<file path="src/rtl/uart_rx_pkg.sv">
package uart_rx_pkg;
    typedef enum logic [1:0] {
        RX_IDLE  = 2'd0,
        RX_START = 2'd1,
        RX_DATA  = 2'd2,
        RX_STOP  = 2'd3
    } rx_state_e;
endpackage

</file>
<file path="src/rtl/uart_rx_seq.sv">
// Line synchroniser, start qualification and bit timing.
module uart_rx_seq
    import uart_rx_pkg::*;
#(
    parameter int TICKS_PER_BIT = 16,
    parameter int MAX_BITS      = 8
) (
    input  logic clk,
    input  logic rst_n,
    input  logic rxd,
    input  logic rx_en,
    input  logic tick,
    input  logic short_mode,
    output logic shift_en,
    output logic bit_val,
    output logic word_done
);
    localparam int CW   = $clog2(TICKS_PER_BIT);
    localparam int BW   = $clog2(MAX_BITS + 1);
    localparam int HALF = TICKS_PER_BIT / 2;

    typedef struct packed {
        rx_state_e      state;
        logic [CW-1:0]  cnt;
        logic [BW-1:0]  nbit;
        logic [1:0]     sync;
        logic           prev;
        logic           done;
    } seq_t;

    seq_t q, d;
    logic          line_s;
    logic [BW-1:0] last_idx;

    assign line_s   = q.sync[1];
    assign last_idx = short_mode ? BW'(MAX_BITS - 2) : BW'(MAX_BITS - 1);

    always_comb begin
        d        = q;
        d.done   = 1'b0;
        d.sync   = {q.sync[0], rxd};
        d.prev   = line_s;
        shift_en = 1'b0;
        unique case (q.state)
            RX_IDLE: begin
                if (q.prev && !line_s) begin
                    d.state = RX_START;
                    d.cnt   = '0;
                end
            end
            RX_START: begin
                if (tick) begin
                    if (q.cnt == CW'(HALF - 1)) begin
                        d.cnt  = '0;
                        d.nbit = '0;
                        d.state = line_s ? RX_IDLE : RX_DATA;
                    end else begin
                        d.cnt = q.cnt + 1'b1;
                    end
                end
            end
            RX_DATA: begin
                if (tick) begin
                    if (q.cnt == CW'(TICKS_PER_BIT - 1)) begin
                        shift_en = 1'b1;
                        d.cnt    = '0;
                        d.nbit   = q.nbit + 1'b1;
                        if (q.nbit == last_idx) begin
                            d.done  = 1'b1;
                            d.state = RX_STOP;
                        end
                    end else begin
                        d.cnt = q.cnt + 1'b1;
                    end
                end
            end
            RX_STOP: begin
                if (tick) begin
                    if (q.cnt == CW'(TICKS_PER_BIT - 1)) begin
                        d.cnt   = '0;
                        d.state = RX_IDLE;
                    end else begin
                        d.cnt = q.cnt + 1'b1;
                    end
                end
            end
            default: d.state = RX_IDLE;
        endcase
        if (!rx_en) begin
            d.state  = RX_IDLE;
            d.cnt    = '0;
            d.done   = 1'b0;
            shift_en = 1'b0;
        end
    end

    always_ff @(posedge clk) begin
        if (!rst_n) begin
            q.state <= RX_IDLE;
            q.cnt   <= '0;
            q.nbit  <= '0;
            q.sync  <= 2'b11;
            q.prev  <= 1'b1;
            q.done  <= 1'b0;
        end else begin
            q <= d;
        end
    end

    assign bit_val   = line_s;
    assign word_done = q.done;


    disabled_idle_chk: assert property (@(posedge clk) disable iff (!rst_n)
        !rx_en |=> (q.state == RX_IDLE) && !word_done);


    noise_reject_chk: assert property (@(posedge clk) disable iff (!rst_n)
        (rx_en && q.state == RX_START && tick && q.cnt == CW'(HALF - 1) && line_s)
        |=> (q.state == RX_IDLE));


    stop_rearm_chk: assert property (@(posedge clk) disable iff (!rst_n)
        word_done |-> (q.state == RX_STOP) && (q.cnt == '0));
endmodule

</file>
<file path="src/rtl/uart_rx_shift.sv">
// Receive shift register: new bits enter at the top and move toward bit 0.
module uart_rx_shift #(
    parameter int WIDTH = 8
) (
    input  logic             clk,
    input  logic             rst_n,
    input  logic             shift_en,
    input  logic             bit_in,
    input  logic             short_mode,
    output logic [WIDTH-1:0] word
);
    typedef struct packed {
        logic [WIDTH-1:0] sh;
    } shf_t;

    shf_t q, d;

    always_comb begin
        d = q;
        if (shift_en) d.sh = {bit_in, q.sh[WIDTH-1:1]};
    end

    always_ff @(posedge clk) begin
        if (!rst_n) q.sh <= '0;
        else        q    <= d;
    end

    // A short word is right-justified: its first bit sits one place up.
    assign word = short_mode ? {1'b0, q.sh[WIDTH-1:1]} : q.sh;


    shift_in_top_chk: assert property (@(posedge clk) disable iff (!rst_n)
        shift_en |=> (q.sh[WIDTH-1] == $past(bit_in)));
endmodule

</file>
<file path="src/rtl/uart_rx_buf.sv">
// One-word receive buffer with full and overrun flags.
module uart_rx_buf #(
    parameter int WIDTH = 8
) (
    input  logic             clk,
    input  logic             rst_n,
    input  logic             load,
    input  logic [WIDTH-1:0] word,
    input  logic             rd_stb,
    input  logic             ovr_clr,
    output logic [WIDTH-1:0] data,
    output logic             full,
    output logic             overrun
);
    typedef struct packed {
        logic [WIDTH-1:0] data;
        logic             full;
        logic             ovr;
    } buf_t;

    buf_t q, d;

    always_comb begin
        d = q;
        if (rd_stb)  d.full = 1'b0;
        if (ovr_clr) d.ovr  = 1'b0;
        if (load) begin
            if (q.full) begin
                d.ovr = 1'b1;
            end else begin
                d.data = word;
                d.full = 1'b1;
            end
        end
    end

    always_ff @(posedge clk) begin
        if (!rst_n) begin
            q.data <= '0;
            q.full <= 1'b0;
            q.ovr  <= 1'b0;
        end else begin
            q <= d;
        end
    end

    assign data    = q.data;
    assign full    = q.full;
    assign overrun = q.ovr;


    ovr_set_chk: assert property (@(posedge clk) disable iff (!rst_n)
        (load && full) |=> overrun);


    old_word_kept_chk: assert property (@(posedge clk) disable iff (!rst_n)
        (load && full) |=> $stable(data));


    rd_clears_chk: assert property (@(posedge clk) disable iff (!rst_n)
        (rd_stb && !load) |=> !full);


    ovr_sticky_chk: assert property (@(posedge clk) disable iff (!rst_n)
        (overrun && !ovr_clr) |=> overrun);
endmodule

</file>
<file path="src/rtl/uart_rx_hold.sv">
module uart_rx_hold #(
    parameter int TICKS_PER_BIT = 16,
    parameter int DATA_BITS     = 8
) (
    input  logic                 clk,
    input  logic                 rst_n,
    input  logic                 rxd,
    input  logic                 rx_en,
    input  logic                 tick,
    input  logic                 short_mode,
    input  logic                 rd_stb,
    input  logic                 ovr_clr,
    output logic [DATA_BITS-1:0] rx_data,
    output logic                 rx_full,
    output logic                 rx_overrun
);
    logic                 shift_en;
    logic                 bit_val;
    logic                 word_done;
    logic [DATA_BITS-1:0] word;

    uart_rx_seq #(.TICKS_PER_BIT(TICKS_PER_BIT), .MAX_BITS(DATA_BITS)) u_seq (
        .clk(clk), .rst_n(rst_n), .rxd(rxd), .rx_en(rx_en), .tick(tick),
        .short_mode(short_mode), .shift_en(shift_en), .bit_val(bit_val),
        .word_done(word_done)
    );

    uart_rx_shift #(.WIDTH(DATA_BITS)) u_shift (
        .clk(clk), .rst_n(rst_n), .shift_en(shift_en), .bit_in(bit_val),
        .short_mode(short_mode), .word(word)
    );

    uart_rx_buf #(.WIDTH(DATA_BITS)) u_buf (
        .clk(clk), .rst_n(rst_n), .load(word_done), .word(word),
        .rd_stb(rd_stb), .ovr_clr(ovr_clr), .data(rx_data),
        .full(rx_full), .overrun(rx_overrun)
    );


    short_top_zero_chk: assert property (@(posedge clk) disable iff (!rst_n)
        (word_done && short_mode && !rx_full) |=> (rx_data[DATA_BITS-1] == 1'b0));
endmodule

</file>
<file path="config.mk">
export PLATFORM = sky130hd
export DESIGN_NAME = uart_rx_hold
export DESIGN_NICKNAME = d
export VERILOG_FILES = /design/src/rtl/uart_rx_pkg.sv /design/src/rtl/uart_rx_seq.sv /design/src/rtl/uart_rx_shift.sv /design/src/rtl/uart_rx_buf.sv /design/src/rtl/uart_rx_hold.sv
export SDC_FILE = /design/constraint.sdc
export NUM_CORES = 1
export LEC_CHECK = 0
export BUFFER_PORTS_ARGS = -buffer_cell sky130_fd_sc_hd__buf_2
export CAP_MARGIN = 20
export CORE_AREA = 2 2 57 59
export CTS_CLUSTER_SIZE = 28
export DETAILED_ROUTE_END_ITERATION = 8
export DIE_AREA = 0 0 59 61
export GPL_TIMING_DRIVEN = 0
export PLACE_DENSITY_LB_ADDON = 0.3
export SYNTH_ARGS = -nofsm -noshare
export SYNTH_HDL_FRONTEND = slang
export SYNTH_SLANG_ARGS = --single-unit
</file>
<file path="constraint.sdc">
create_clock -name clk -period 1.44 [get_ports clk]
set_input_delay 0.144 -clock clk [delete_from_list [all_inputs] [get_ports clk]]
set_output_delay 0.144 -clock clk [all_outputs]
set_load 0.005 [all_outputs]
</file>
==> results.cfg <==
[global_route]
grt_pass1_vias = 1096
grt_max_degree = 11
antenna_found_initial = 0
grt_pass1_wl_um = 4580
grt_usage_pct = 17.8
grt_overflow = 0

[timing]
setup_ws_ps = -86.0
hold_violations = 0
fmax_mhz = 655
skew_ps = 3.97
min_period_over_period_pct = 106
rsz0062_at_grt = yes
fin_crit_ps = 1530
tightest_slew_ps = 494
setup_violations = 4
relSlewSlack_pct = 67.1
maxSlewViolCount = 0
timing.setup.tns_ps = -218

[setup_path]
cp.arrival_ps = 1790
worstSetupPathType = register to register
cp-end-kind = register
critPathLaunchType = register
cp_cell_sequence = or4b_4 > and2_4 > or3_1 > o21ai_1
worst_path_max_delay_cell = or4b_4
path_max_fanout = 4
required_ps = 1700
slowest_delay_ps = 520

[floorplanning]
die_x_um = 59
die_y_um = 61
die_area_um2 = 3600
core_um2 = 2950
initial_core_util_pct = 50.3
io_pins = 18
rows = 20

[logic_synthesis]
synth.avg_cell_area_um2 = 9.59
synth_top_area_share_pct = 43.1
synth_nets = 165
synth_top_area_cell = dfxtp_1
syn_area_um2 = 1490
synth_cell_type_count = 39
synth-edff-count = 0
ys_seq_area_share_pct = 43.1
synth_seq_cells = 32
async_reset_ff_share_pct = 0
synth_cells = 155
yosys-top-cells-area = dfxtp_1 43%, mux2i_1 11%, o211a_1 5.4%, nor2b_1 4.6%, nand2_1 4.3%
ys_warn_count = 0
yosys_most_used_dff = dfxtp_1

[run_status]
status = complete, but fails checks
violations = setup timing

[power]
ir_drop_mv = 0.501
p_per_area_nw_per_um2 = 863
finalPower_uw = 1520
p_leak_uw = 0.000813

[clock_network]
clock_tree.root_cell = clkbuf_4
clk_pin_slew_ps = 90
numCtsBuffers = 5
cts_tree = done
htreeDepth = 2
clk_path_buf_depth = 2
clkSinkCount = 32
worstSkewPairLatency_ps = 330

[placed_design]
preCtsSetupSlack_ps = -154
io_buffers = 15
place_congestion = 0.775
dpl.hpwl_um = 2020
place_area_um2 = 1610

[finish]
antennaDiodeCount = 0
nFillCells = 263
layout_commonest_cell = dfxtp_1
final_layout_size_suffix_gt1_share_pct = 27.1
design_area_um2 = 1760
areaGrowthSynthToFinish_pct = 18.4
final_core_util_pct = 59.6
final_nets = 191
final_cell_mix = 28 x dfxtp_1, 18 x buf_2, 17 x nand2_1, 16 x mux2i_1, 11 x nor2b_1

[drt]
drc = 0
drt-initial-drc-count = 69
postRouteAntennaNets = 0
wl_um = 2980
dr_total_vias = 1220
routed_via_density = 5.70
drtPass1Iterations = 4
avgRoutedWirePerCell_um = 13.9

[hold_path]
hold_path_class = primary input to register

[run]
drv_cap = 0
==> cell families after synthesis <==
kind of cell	share of synthesized area [%]
flops	43.1
buf+inv	4.63
mux	11.4
fa+ha+maj	1.68
compound gates	16.2
simple gates	21.7
xor+xnor	1.18
==> registers in the layout (all words and copies together) (netlist names), named ones only <==
name,count
u_seq.d,1
u_buf.overrun,1
u_shift.q,8
u_buf.data,8
u_seq.word_done,1
u_seq.bit_val,1
u_buf.full,1
u_seq.q,10
==> Yosys cell counts, types with 3 or more instances <==
cell type  instances
dfxtp_1           32
nor2b_1           11
nand2b_1           4
inv_1              3
o21ai_0            5
nand4b_1           3
buf_2              4
mux2i_1           17
nand2_1           17
a31oi_1            4
a21oi_1            4
o211a_1            8
clkbuf_1           6
==> critical path, delay by kind of cell (launching register included) <==
kind | cells | cell delay, ps
and+or+nand+nor | 3 | 1020
DFF | 1 | 360
AOI/OAI and AO/OA | 1 | 80
==> routing by layer <==
| layer | track usage [%] | vias up | wire length (um) |
|---|---|---|---|
| met2 | 28.3 | 29 | 1330 |
| met5 | 0 | - | 0 |
| met3 | 5.76 | 10 | 135 |
| li1 | - | 605 | - |
| met1 | 20.4 | 576 | 1410 |
| met4 | 12.3 | 0 | 98 |
==> where the power goes <==
part / leakage [uW] / total [uW] / internal (uW) / switching (uW)
combinational: 0.000514 / 71.3 / 33.9 / 37.3
sequential: 0.000261 / 886 / 883 / 2.72
clock: 0.0000374 / 562 / 276 / 286
total: 0.000813 / 1520 / 1190 / 326
==> cell type report <==
cell class / count / area (um2) / share of cell area (%)
Timing Repair Buffer: 20 / 115 / 6.54
Multi-Input combinational cell: 108 / 812 / 46.1
Tap cell: 33 / 41.3 / 2.35
Sequential cell: 32 / 653 / 37.1
Buffer: 11 / 62.6 / 3.55
Inverter: 3 / 11.3 / 0.640
Clock buffer: 7 / 65.1 / 3.70
==> path summary, 6_finish.rpt <==
| check | startpoint | endpoint | slack, ps | cells past startpoint |
|---|---|---|---|---|
| worst max-delay path | u_seq.q[12] | u_seq.q[12] | -90 | 4 |
| worst min-delay path | rst_n | u_seq.d[3] | 60 | 2 |
| worst max register to register | u_seq.q[12] | u_seq.q[12] | -90 | 4 |
| worst min register to register | u_seq.d[3] | u_seq.bit_val | 440 | 1 |
==> per-stage QoR <==
step	instances	hold slack, ps
floorplan	155	245
CTS	213	59.8
global placement	203	328
global route	214	49.1
finish	214	58.5
detailed placement	203	338
==> what timing repair did <==
item / in CTS / in global routing
hold buffers: 1 / 0
setup endpoints to repair: 13 / 22
gates resized for setup: 10 / 10
hold endpoints to repair: 1 / 0
setup buffers: 2 / 2
pin swaps: 0 / 1
Power figures use the tool's default switching activity.
